**src/rtl/limp_clk_pkg.sv**
```systemverilog
// Shared types for the limp-mode clock source controller.
package limp_clk_pkg;
    // Clock source selection; the encoding is the value of sel_backup.
    typedef enum logic {
        SRC_MAIN   = 1'b0,
        SRC_BACKUP = 1'b1
    } src_e;
endpackage

```
**src/rtl/limp_sync2.sv**
```systemverilog
// Two-flop synchronizer for a vector of independent asynchronous bits.
// Assumes each bit is a level that is stable far longer than one clock.
module limp_sync2 #(
    parameter int W = 1
) (
    input  logic         clk,
    input  logic         rst_n,
    input  logic [W-1:0] d,
    output logic [W-1:0] q
);
    logic [W-1:0] meta;

    // Two register stages per bit; reset clears both stages.
    always_ff @(posedge clk) begin
        if (!rst_n) begin
            meta <= '0;
            q    <= '0;
        end else begin
            meta <= d;
            q    <= meta;
        end
    end
endmodule

```
**src/rtl/limp_loss_det.sv**
```systemverilog
// Loss-of-clock detector. It counts backup-clock cycles since the last
// edge of an already synchronized reference and flags a loss once the
// count reaches TIMEOUT. Assumes the reference is much slower than clk.
module limp_loss_det #(
    parameter int TIMEOUT = 8
) (
    input  logic clk,
    input  logic rst_n,
    input  logic ref_s,
    output logic loss
);
    localparam int CW = $clog2(TIMEOUT + 1);
    localparam logic [CW-1:0] LIMIT = CW'(TIMEOUT);

    logic          ref_d;
    logic [CW-1:0] idle_cnt;
    logic          ref_edge;

    assign ref_edge = ref_s ^ ref_d;

    // Delayed copy of the reference, used for edge detection.
    always_ff @(posedge clk) begin
        if (!rst_n) ref_d <= 1'b0;
        else        ref_d <= ref_s;
    end

    // Idle counter: cleared by any reference edge, saturates at LIMIT.
    always_ff @(posedge clk) begin
        if (!rst_n)                idle_cnt <= '0;
        else if (ref_edge)         idle_cnt <= '0;
        else if (idle_cnt != LIMIT) idle_cnt <= idle_cnt + 1'b1;
    end

    assign loss = (idle_cnt == LIMIT);
endmodule

```
**src/rtl/limp_rst_pulse.sv**
```systemverilog
// Fixed-length hard-reset request generator. A start strobe loads the
// counter, so the request is high for LEN cycles beginning in the cycle
// after the strobe. A new strobe restarts the count.
module limp_rst_pulse #(
    parameter int LEN = 16
) (
    input  logic clk,
    input  logic rst_n,
    input  logic start,
    output logic req
);
    localparam int PW = $clog2(LEN + 1);

    logic [PW-1:0] left;

    // Down-counter of remaining request cycles.
    always_ff @(posedge clk) begin
        if (!rst_n)         left <= '0;
        else if (start)     left <= PW'(LEN);
        else if (left != 0) left <= left - 1'b1;
    end

    assign req = (left != '0);
endmodule

```
**src/rtl/limp_clk_ctrl.sv**
```systemverilog
// Limp-mode clock source controller (top). It selects the main or the
// backup clock source, keeps live and sticky loss flags, and requests a
// hard reset on every source change made outside hard reset. It runs
// entirely on the backup clock, which is assumed always running.
module limp_clk_ctrl
    import limp_clk_pkg::*;
#(
    parameter int TIMEOUT   = 8,
    parameter int PULSE_LEN = 16
) (
    input  logic clk,
    input  logic rst_n,
    input  logic pll_ok_a,
    input  logic ref_a,
    input  logic hrst_a,
    input  logic limp_en,
    input  logic to_backup,
    input  logic clr_sticky,
    output logic sel_backup,
    output logic loss_now,
    output logic loss_seen,
    output logic hrst_req
);
    logic pll_ok_s, ref_s, hrst_s, hrst_d;
    src_e src_q, src_d;
    logic go;

    limp_sync2 #(.W(3)) u_sync (
        .clk   (clk),
        .rst_n (rst_n),
        .d     ({pll_ok_a, ref_a, hrst_a}),
        .q     ({pll_ok_s, ref_s, hrst_s})
    );

    limp_loss_det #(.TIMEOUT(TIMEOUT)) u_det (
        .clk   (clk),
        .rst_n (rst_n),
        .ref_s (ref_s),
        .loss  (loss_now)
    );

    limp_rst_pulse #(.LEN(PULSE_LEN)) u_pulse (
        .clk   (clk),
        .rst_n (rst_n),
        .start (go),
        .req   (hrst_req)
    );

    // Delayed hard-reset level, used to spot its rising edge.
    always_ff @(posedge clk) begin
        if (!rst_n) hrst_d <= 1'b0;
        else        hrst_d <= hrst_s;
    end

    // Next-source decision; go marks a change that needs a reset request.
    always_comb begin
        src_d = src_q;
        go    = 1'b0;
        if (hrst_s) begin
            if (!pll_ok_s)    src_d = SRC_BACKUP;
            else if (!hrst_d) src_d = SRC_MAIN;
        end else if (src_q == SRC_MAIN) begin
            if (limp_en && (loss_now || to_backup)) begin
                src_d = SRC_BACKUP;
                go    = 1'b1;
            end
        end else if (!limp_en || (!to_backup && !loss_seen)) begin
            src_d = SRC_MAIN;
            go    = 1'b1;
        end
    end

    // Source state register.
    always_ff @(posedge clk) begin
        if (!rst_n) src_q <= SRC_MAIN;
        else        src_q <= src_d;
    end

    // Sticky loss flag: setting wins over the software clear.
    always_ff @(posedge clk) begin
        if (!rst_n)                             loss_seen <= 1'b0;
        else if (loss_now || (hrst_s && !pll_ok_s)) loss_seen <= 1'b1;
        else if (clr_sticky)                    loss_seen <= 1'b0;
    end

    assign sel_backup = (src_q == SRC_BACKUP);
endmodule

```
**config.mk**
```make
export PLATFORM = sky130hd
export DESIGN_NAME = limp_clk_ctrl
export DESIGN_NICKNAME = d
export VERILOG_FILES = /design/src/rtl/limp_clk_pkg.sv /design/src/rtl/limp_sync2.sv /design/src/rtl/limp_loss_det.sv /design/src/rtl/limp_rst_pulse.sv /design/src/rtl/limp_clk_ctrl.sv
export SDC_FILE = /design/constraint.sdc
export NUM_CORES = 1
export LEC_CHECK = 0
export CELL_PAD_IN_SITES_DETAIL_PLACEMENT = 1
export CELL_PAD_IN_SITES_GLOBAL_PLACEMENT = 1
export CORE_ASPECT_RATIO = 0.9
export CORE_MARGIN = 4
export CORE_UTILIZATION = 25
export CTS_CLUSTER_DIAMETER = 80
export DETAILED_ROUTE_END_ITERATION = 8
export DONT_BUFFER_PORTS = 1
export PLACE_DENSITY_LB_ADDON = 0.1
export SETUP_SLACK_MARGIN = 0.2
export SLEW_MARGIN = 10
export SYNTH_ARGS = -nofsm -noshare
export SYNTH_HDL_FRONTEND = slang
export SYNTH_SLANG_ARGS = --single-unit
```
**constraint.sdc**
```tcl
create_clock -name clk -period 1.7 [get_ports clk]
set_input_delay 0.425 -clock clk [delete_from_list [all_inputs] [get_ports clk]]
set_output_delay 0.425 -clock clk [all_outputs]
set_load 0.03 [all_outputs]
```
==> metrics.csv <==
metric,value,unit
post-place-ws,0.127,ns
vias_per_cell,4.29,
syn_inst,78,
synthTopCellsByArea,"dfxtp_1 (47%), and2_1 (6.2%), ha_1 (4.7%)",
final_cell_mix,"dfxtp_1 (15), and2_1 (8), buf_4 (8)",
layout_setup_ws,-0.135,ns
syn-num-nets,89,
crit_path_end_kind,output port,
worstMarginPinSlew,0.392,ns
rsz0062_at_grt,yes,
yosysTopAreaCell,dfxtp_1,
gp_congestion,0.624,
drt_iter0_drc,8,
synth.top_cell.area_share,47.1,%
synth_area,807,um2
syn_to_final_growth,24.3,%
path_class,flip-flop to output port,
clockBufferDepth,2,
grt_max_degree,14,
place_area,886,um2
drive_above_1_share,34.4,%
grtUsageTotal,8.79,%
grt_pass1_wl,2570,um
final_cell_area,1000,um2
diodes,0,
die_h,61.9,um
max-vdd-ir-drop,0.605,mV
cts.htree.levels,1,
powerDensity,1370,nW/um2
cp-start-kind,flip-flop,
start_util,26.3,%
final_common_cell,dfxtp_1,
ios,12,
critPathArrivalTime,1.41,ns
rows,19,
dr.pass1.iters,3,
global_route.overflow_total,0,
antenna_found_initial,0,
ys.warnings.count,0,
reg2regPathDepth,6,
drc,0,
clk_pin_slew_worst_paths,0.12,ns
synth.ff_latch_count,19,
cap_violations,0,
port_buffers,0,
die_w,67.9,um
holdCritPathClass,input port to flip-flop,
cts_sinks,19,
worstPathMaxFanout,6,
root_buffer,clkbuf_4,
drt-wirelength-per-cell,11.9,um
slew_headroom,73.8,%
routed-via-count,566,
numCtsBuffers,3,
tritoncts,built,
violations,negative setup slack,
hpwl,1120,um
final_max_slew_viol_count,0,
power.leakage,0.387,nW
grt_pass1_vias,549,
hold_violations,0,
status,finished with violations,
antenna_left,0,
timing.final.crit_share,108,%
syn_area_per_cell,10.3,um2
holdPathStages,1,
netlist-cell-type-count,27,
insertion_delay,0.31,ns
cts_hold_buf,0,
fin_skew,0.00715,ns
dieArea,4200,um2
coreArea,3070,um2
timing.hold.ws,0.226,ns
fin_nets,102,
min_period,1.83,ns
ys_seq_area_share,47.1,%
setup_viol,1,
fmax,545,MHz
drt-total-wl,1570,um
cp.required,1.27,ns
==> per-layer routing <==
metal  GRT usage (%)  vias up  share of wire [%]
li1                -      285                  -
met4            5.10        0                2.4
met3            4.50        5                7.5
met5               0        -                  0
met2            11.4       13                 38
met1            11.5      263                 52
==> final timing paths <==
kind,from,to,slack [ns]
hold / removal,rst_n,u_pulse.left[4]$_SDFFE_PN0P_,0.23
setup reg to reg,u_det.idle_cnt[1]$_SDFFE_PP0N_,u_pulse.left[3]$_SDFFE_PP0P_,0.17
hold reg to reg,u_sync.meta[0]$_SDFF_PN0_,u_sync.q[0]$_SDFF_PN0_,0.45
setup / recovery,u_pulse.left[0]$_SDFFE_PP0P_,hrst_req,-0.13
==> what timing repair did <==
action | 4_1_cts | 5_1_grt
pin swaps | 3 | 2
gates resized for setup | 4 | 3
setup buffers | 7 | 1
endpoints found under the setup margin | 5 | 8
==> critical path, cell delays in order, from the launching register on <==
cell and delay, ns:
dfxtp_2 0.34, inv_2 0.06, ha_4 0.12, or4b_4 0.58
==> power by group <==
group | internal [mW] | switching, mW | total, mW | leakage [nW]
registers | 0.517 | 0.0599 | 0.577 | 0.158
clock network | 0.0898 | 0.150 | 0.239 | 0.0139
logic | 0.269 | 0.286 | 0.555 | 0.215
total | 0.876 | 0.495 | 1.37 | 0.387
==> flip-flops by register name, summed over array words and instances (netlist names) <==
| register | count |
|---|---|
| u_pulse.left | 5 |
| hrst_d | 1 |
| loss_seen | 1 |
| u_det.idle_cnt | 4 |
| sel_backup | 1 |
| u_sync.q | 3 |
| u_det.ref_d | 1 |
| u_sync.meta | 3 |
==> cells by family (layout without fill, tap and decap cells) <==
family	Yosys count	in the layout	synth area share [%]
compound gates	11	11	14.7
xor+xnor	7	7	7.60
fa+ha+maj	3	3	4.65
buf+inv	10	22	5.74
flops	19	19	47.1
mux	1	1	1.24
simple gates	27	27	18.9
==> through the flow <==
step | utilization, % | setup TNS, ns | power, mW | instances
after floorplan | - | 0 | 1.06 | 78
after global placement | 28.9 | 0 | 1.06 | 120
after detailed placement | 28.9 | 0 | 1.07 | 120
after CTS | 32.0 | -0.151 | 1.38 | 131
after global routing | 32.7 | -0.185 | 1.47 | 132
final | 32.7 | -0.135 | 1.37 | 132
==> cells in the mapped netlist <==
cell type  instances
o21ba_2            1
a221oi_1           1
and2_1             8
and4b_1            1
xor2_1             3
nand2_1            3
a2111oi_4          1
nand3_1            1
o211ai_1           1
xnor2_1            4
o31a_1             1
inv_1              7
o311a_4            1
clkbuf_1           1
dfxtp_1           19
buf_6              1
nor3b_1            2
mux2i_1            1
o21ai_0            1
a21boi_0           2
or4b_1             1
and3b_1            1
buf_2              1
ha_1               3
nor3_1             4
o21a_1             2
nor2_1             6
==> cell type report <==
class,instances,area (um2)
sequential,19,385
inverter,7,26.3
tap,42,52.6
clock inverter,1,7.51
timing repair buffer,11,93.8
multi-input combinational,49,415
clock buffer,3,22.5
fill,361,2060
Power figures use the tool's default switching activity.
